--- src/rtl/wh_pkg.sv ---
package wh_pkg;
  parameter int unsigned DEF_PORTS  = 4;
  parameter int unsigned DEF_FLIT_W = 8;

  function automatic int unsigned wrap_inc(int unsigned idx, int unsigned n);
    return (idx + 1) % n;
  endfunction
endpackage

--- src/rtl/wh_rr_arbiter.sv ---
module wh_rr_arbiter #(
  parameter int unsigned NumIn = wh_pkg::DEF_PORTS,
  localparam int unsigned IdxW = (NumIn > 1) ? $clog2(NumIn) : 1
) (
  input  logic            clk_i,
  input  logic            rst_ni,
  input  logic [NumIn-1:0] req_i,
  input  logic            release_i,
  input  logic [IdxW-1:0] release_idx_i,
  output logic            gnt_valid_o,
  output logic [IdxW-1:0] gnt_idx_o
);
  logic [IdxW-1:0] ptr_q;

  always_comb begin
    gnt_valid_o = 1'b0;
    gnt_idx_o   = '0;
    for (int unsigned off = 0; off < NumIn; off++) begin
      int unsigned cand;
      cand = (int'(ptr_q) + off) % NumIn;
      if (!gnt_valid_o && req_i[cand]) begin
        gnt_valid_o = 1'b1;
        gnt_idx_o   = IdxW'(cand);
      end
    end
  end

  always_ff @(posedge clk_i or negedge rst_ni) begin
    if (!rst_ni) ptr_q <= '0;
    else if (release_i) ptr_q <= IdxW'(wh_pkg::wrap_inc(int'(release_idx_i), NumIn));
  end
endmodule

--- src/rtl/wh_flit_mux.sv ---
module wh_flit_mux #(
  parameter int unsigned NumIn = wh_pkg::DEF_PORTS,
  parameter int unsigned FlitW = wh_pkg::DEF_FLIT_W,
  localparam int unsigned IdxW = (NumIn > 1) ? $clog2(NumIn) : 1
) (
  input  logic [IdxW-1:0]        sel_i,
  input  logic [NumIn*FlitW-1:0] data_i,
  input  logic [NumIn-1:0]       sop_i,
  input  logic [NumIn-1:0]       eop_i,
  output logic [FlitW-1:0]       data_o,
  output logic                   sop_o,
  output logic                   eop_o
);
  logic [NumIn-1:0]       hit;
  logic [FlitW-1:0]       lane_d [NumIn];
  logic [NumIn-1:0]       lane_s, lane_e;

  for (genvar g = 0; g < NumIn; g++) begin : g_lane
    assign hit[g]    = (sel_i == IdxW'(g));
    assign lane_d[g] = data_i[g*FlitW +: FlitW] & {FlitW{hit[g]}};
    assign lane_s[g] = sop_i[g] & hit[g];
    assign lane_e[g] = eop_i[g] & hit[g];
  end

  always_comb begin
    data_o = '0;
    for (int unsigned k = 0; k < NumIn; k++) data_o = data_o | lane_d[k];
  end

  assign sop_o = |lane_s;
  assign eop_o = |lane_e;
endmodule

--- src/rtl/wh_link_ctrl.sv ---
module wh_link_ctrl #(
  parameter int unsigned NumIn = wh_pkg::DEF_PORTS,
  parameter int unsigned FlitW = wh_pkg::DEF_FLIT_W,
  localparam int unsigned IdxW = (NumIn > 1) ? $clog2(NumIn) : 1
) (
  input  logic             clk_i,
  input  logic             rst_ni,
  input  logic [NumIn-1:0] req_i,
  input  logic [FlitW-1:0] head_data_i,
  input  logic             head_sop_i,
  input  logic             head_eop_i,
  input  logic             gnt_valid_i,
  input  logic [IdxW-1:0]  gnt_idx_i,
  input  logic             ack_i,
  output logic [IdxW-1:0]  owner_o,
  output logic             release_o,
  output logic [NumIn-1:0] rd_o,
  output logic             valid_o,
  output logic [FlitW-1:0] data_o,
  output logic             sop_o,
  output logic             eop_o
);
  logic            locked_q, tail_q;
  logic [IdxW-1:0] owner_q;
  logic            valid_q, sop_q, eop_q;
  logic [FlitW-1:0] data_q;
  logic            accept, slot_free, load;

  assign accept    = valid_q & ack_i;
  assign slot_free = ~valid_q | ack_i;
  assign load      = locked_q & ~tail_q & req_i[owner_q] & slot_free;
  assign release_o = accept & eop_q;

  for (genvar g = 0; g < NumIn; g++) begin : g_rd
    assign rd_o[g] = load & (owner_q == IdxW'(g));
  end

  always_ff @(posedge clk_i or negedge rst_ni) begin
    if (!rst_ni) begin
      locked_q <= 1'b0;
      tail_q   <= 1'b0;
      owner_q  <= '0;
    end else begin
      if (!locked_q && gnt_valid_i) begin
        locked_q <= 1'b1;
        owner_q  <= gnt_idx_i;
        tail_q   <= 1'b0;
      end
      if (load && head_eop_i) tail_q <= 1'b1;
      if (release_o) locked_q <= 1'b0;
    end
  end

  // single holding register: one flit outstanding, cleared when drained
  always_ff @(posedge clk_i or negedge rst_ni) begin
    if (!rst_ni) begin
      valid_q <= 1'b0;
      data_q  <= '0;
      sop_q   <= 1'b0;
      eop_q   <= 1'b0;
    end else if (load) begin
      valid_q <= 1'b1;
      data_q  <= head_data_i;
      sop_q   <= head_sop_i;
      eop_q   <= head_eop_i;
    end else if (accept) begin
      valid_q <= 1'b0;
      data_q  <= '0;
      sop_q   <= 1'b0;
      eop_q   <= 1'b0;
    end
  end

  assign owner_o = owner_q;
  assign valid_o = valid_q;
  assign data_o  = data_q;
  assign sop_o   = sop_q;
  assign eop_o   = eop_q;
endmodule

--- src/rtl/wh_out_port.sv ---
module wh_out_port #(
  parameter int unsigned NumIn = wh_pkg::DEF_PORTS,
  parameter int unsigned FlitW = wh_pkg::DEF_FLIT_W,
  localparam int unsigned IdxW = (NumIn > 1) ? $clog2(NumIn) : 1
) (
  input  logic                   clk_i,
  input  logic                   rst_ni,
  input  logic [NumIn-1:0]       req_i,
  input  logic [NumIn*FlitW-1:0] flit_data_i,
  input  logic [NumIn-1:0]       flit_sop_i,
  input  logic [NumIn-1:0]       flit_eop_i,
  output logic [NumIn-1:0]       rd_o,
  output logic                   link_valid_o,
  output logic [FlitW-1:0]       link_data_o,
  output logic                   link_sop_o,
  output logic                   link_eop_o,
  input  logic                   link_ack_i
);
  logic            gnt_valid, release_w;
  logic [IdxW-1:0] gnt_idx, owner;
  logic [FlitW-1:0] head_data;
  logic            head_sop, head_eop;

  wh_rr_arbiter #(.NumIn(NumIn)) u_arb (
    .clk_i, .rst_ni,
    .req_i,
    .release_i     (release_w),
    .release_idx_i (owner),
    .gnt_valid_o   (gnt_valid),
    .gnt_idx_o     (gnt_idx)
  );

  wh_flit_mux #(.NumIn(NumIn), .FlitW(FlitW)) u_mux (
    .sel_i  (owner),
    .data_i (flit_data_i),
    .sop_i  (flit_sop_i),
    .eop_i  (flit_eop_i),
    .data_o (head_data),
    .sop_o  (head_sop),
    .eop_o  (head_eop)
  );

  wh_link_ctrl #(.NumIn(NumIn), .FlitW(FlitW)) u_ctrl (
    .clk_i, .rst_ni,
    .req_i,
    .head_data_i (head_data),
    .head_sop_i  (head_sop),
    .head_eop_i  (head_eop),
    .gnt_valid_i (gnt_valid),
    .gnt_idx_i   (gnt_idx),
    .ack_i       (link_ack_i),
    .owner_o     (owner),
    .release_o   (release_w),
    .rd_o,
    .valid_o     (link_valid_o),
    .data_o      (link_data_o),
    .sop_o       (link_sop_o),
    .eop_o       (link_eop_o)
  );
endmodule

--- config.mk ---
export PLATFORM = sky130hd
export DESIGN_NAME = wh_out_port
export DESIGN_NICKNAME = d
export VERILOG_FILES = /design/src/rtl/wh_pkg.sv /design/src/rtl/wh_rr_arbiter.sv /design/src/rtl/wh_flit_mux.sv /design/src/rtl/wh_link_ctrl.sv /design/src/rtl/wh_out_port.sv
export SDC_FILE = /design/constraint.sdc
export NUM_CORES = 1
export LEC_CHECK = 0
export ABC_AREA = 1
export BUFFER_PORTS_ARGS = -buffer_cell sky130_fd_sc_hd__buf_2
export CORE_MARGIN = 2
export CORE_UTILIZATION = 30
export CTS_BUF_LIST = sky130_fd_sc_hd__clkbuf_8
export CTS_CLUSTER_SIZE = 16
export DETAILED_ROUTE_END_ITERATION = 10
export GPL_ROUTABILITY_DRIVEN = 0
export GPL_TIMING_DRIVEN = 0
export MAX_ROUTING_LAYER = met4
export PLACE_DENSITY = 0.58
export SYNTH_ARGS = -nofsm -noshare
export SYNTH_HDL_FRONTEND = slang
export SYNTH_SLANG_ARGS = --single-unit
--- constraint.sdc ---
create_clock -name clk_i -period 1.8 [get_ports clk_i]
set_clock_uncertainty 0.05 [all_clocks]
set_input_delay 0.54 -clock clk_i [delete_from_list [all_inputs] [get_ports clk_i]]
set_output_delay 0.54 -clock clk_i [all_outputs]
set_load 0.02 [all_outputs]
==> results.json <==
{
  "p_leak_nw": 1.03,
  "area_delta_synth_final_pct": 44.8,
  "max_freq_mhz": 462,
  "startpoint_type": "flip-flop",
  "drtPass1Iterations": 4,
  "end_kind": "output port",
  "clkLatencyLatePin_ns": 0.25,
  "yosys_warnings": 0,
  "die_area_sq_mm": 0.00470,
  "hold_class": "in -> async",
  "report.final.slew_viol_count": 0,
  "rsz0062_at_grt": "yes",
  "cp_top_family": "flip-flops",
  "crit_arrival_ns": 1.57,
  "htreeDepth": 1,
  "max_stage_delay_ns": 0.42,
  "crit_chain": "inv_2, a21oi_2, o21ai_1, nand2_1, nand2_2, nor2_4, buf_6, inv_8, nor2_4, buf_6",
  "cts-buffers-inserted": 3,
  "hold_viol": 0,
  "final.min_clock_period_ns": 2.16,
  "power_density_mw_per_mm2": 1470,
  "finalSetupViolCount": 4,
  "cp_max_fo": 5,
  "dpl.hpwl_um": 2690,
  "routed_wl_um": 3360,
  "fin_cells": 297,
  "wl_per_cell_um": 11.3,
  "start_util": 0.312,
  "status": "complete, but fails checks",
  "io_pins": 62,
  "violations": "negative setup slack",
  "ir_drop_mv": 0.609,
  "crit_slowest_cell": "dfrtp_2",
  "grt_pass1_vias": 1132,
  "tightest_slew_ns": 0.376,
  "whs_ns": 0.141,
  "cp.required_ns": 1.21,
  "dpl_worst_slack_ns": -0.562,
  "port_buffers": 61,
  "numClockSinks": 17,
  "ys_seq_area_frac": 0.340,
  "final_net_count": 299,
  "die_x_um": 68.6,
  "antenna_found_initial": 0,
  "fin_ws_ns": -0.364,
  "diodes": 0,
  "startpoint": "u_ctrl.owner_o[0]",
  "postRouteAntennaNets": 0,
  "layout_commonest_cell": "nand2_1",
  "track_usage": 0.148,
  "synth_area_sq_mm": 0.00125,
  "ys_seq_elements": 17,
  "period_share": 1.20,
  "fin_area_sq_mm": 0.00181,
  "post-route-drc-count": 0,
  "rr_endpoint": "u_ctrl.data_o[5]",
  "clockRootBuffer": "clkbuf_8",
  "slew_headroom": 0.749,
  "r2r_cells": 11,
  "final_core_util": 0.453,
  "syn-num-nets": 229,
  "path_clk_slew_ns": 0.07,
  "synth_area_per_cell_sq_um": 7.02,
  "grt_overflow": 0,
  "clockBufferDepth": 2,
  "mostFrequentLayoutCells": "nand2_1 (62), buf_2 (56), a22o_1 (20), dfrtp_1 (16), inv_1 (14)",
  "vias": 1348,
  "grt_max_degree": 18,
  "cap_violations": 0,
  "rrSetupSlack_ns": 0.17,
  "syn_inst": 178,
  "drive_above_1_share": 0.409,
  "rows": 23,
  "dp_cells": 289,
  "critPathBufInv": 4,
  "ys_types": 19,
  "cts_tree": "done",
  "via_per_inst": 4.54,
  "grt_pass1_wl_um": 5180,
  "crit_type": "reg -> out",
  "first_iter_violations": 58,
  "die_y_um": 68.6,
  "core_area_sq_mm": 0.00400,
  "regToRegStartpoint": "u_ctrl.owner_o[0]",
  "placed_area_sq_mm": 0.00168
}
==> metal layers <==
layer | vias up | global-route usage | routed length [um]
li1 | 727 | - | -
met1 | 586 | 0.206 | 1600
met4 | 0 | 0.0150 | 19
met3 | 2 | 0.0341 | 154
met2 | 33 | 0.227 | 1590
met5 | - | - | 0
==> area by class of cell <==
class | instances | area (sq um)
Buffer | 4 | 32.5
Clock buffer | 3 | 41.3
Multi-Input combinational cell | 134 | 763
Clock inverter | 1 | 5.00
Tap cell | 50 | 62.6
Inverter | 21 | 101
Timing Repair Buffer | 67 | 378
Sequential cell | 17 | 427
Fill cell | 403 | 2190
==> sequential cells by signal, indices dropped and copies added, names as in the netlist <==
name / count
u_ctrl.owner_o: 2
u_ctrl.locked_q: 1
u_arb.ptr_q: 2
u_ctrl.data_o: 8
u_ctrl.valid_o: 1
u_ctrl.sop_o: 1
u_ctrl.tail_q: 1
u_ctrl.eop_o: 1
==> report_power, final <==
part | switching [mW] | internal [mW]
clock network | 0.130 | 0.153
logic | 1.05 | 0.708
registers | 0.106 | 0.527
==> cell usage after synthesis, drive strengths merged <==
master / n / area, sq um
a21oi: 3 / 15.0
clkbuf: 4 / 15.0
o21ai: 15 / 75.1
nand4: 2 / 12.5
nand3: 8 / 50.1
and2: 1 / 6.26
nor2: 13 / 56.3
ha: 4 / 50.1
a22o: 20 / 175
dfrtp: 17 / 425
nand2: 67 / 262
buf: 2 / 22.5
a31oi: 1 / 6.26
inv: 21 / 78.8
==> worst max path at each step <==
stage                    to  slack, ns  cells after the start
finish              rd_o[2]      -0.36                     10
global route        rd_o[3]      -0.48                     10
CTS                 rd_o[1]      -0.37                     10
detailed placement  rd_o[0]      -0.56                     11
global placement    rd_o[0]      -0.54                     11
floorplan           rd_o[0]      -0.14                      9
==> kinds of logic (layout without fill, tap and decap cells) <==
family	Yosys count	in the layout	synth area share
simple gates	91	91	0.309
compound gates	39	39	0.217
buf+inv	27	96	0.0931
flops	17	17	0.340
fa+ha+maj	4	4	0.0400
==> timing repair <==
action                                  4_1_cts  5_1_grt
buffers inserted                              5        1
endpoints found under the setup margin        4       10
cloned                                        0        0
resized for setup                            17        1
hold buffers                                  0        0
pin swaps                                     5        0
hold endpoints to repair                      0        0
==> metrics by stage <==
step | power [mW] | setup TNS (ns)
after floorplan | 1.84 | -0.484
after global placement | 2.25 | -2.09
after detailed placement | 2.26 | -2.18
after CTS | 2.67 | -1.48
after global routing | 2.93 | -1.88
final | 2.67 | -1.43
Note: power is estimated with default switching activity, not from simulation.
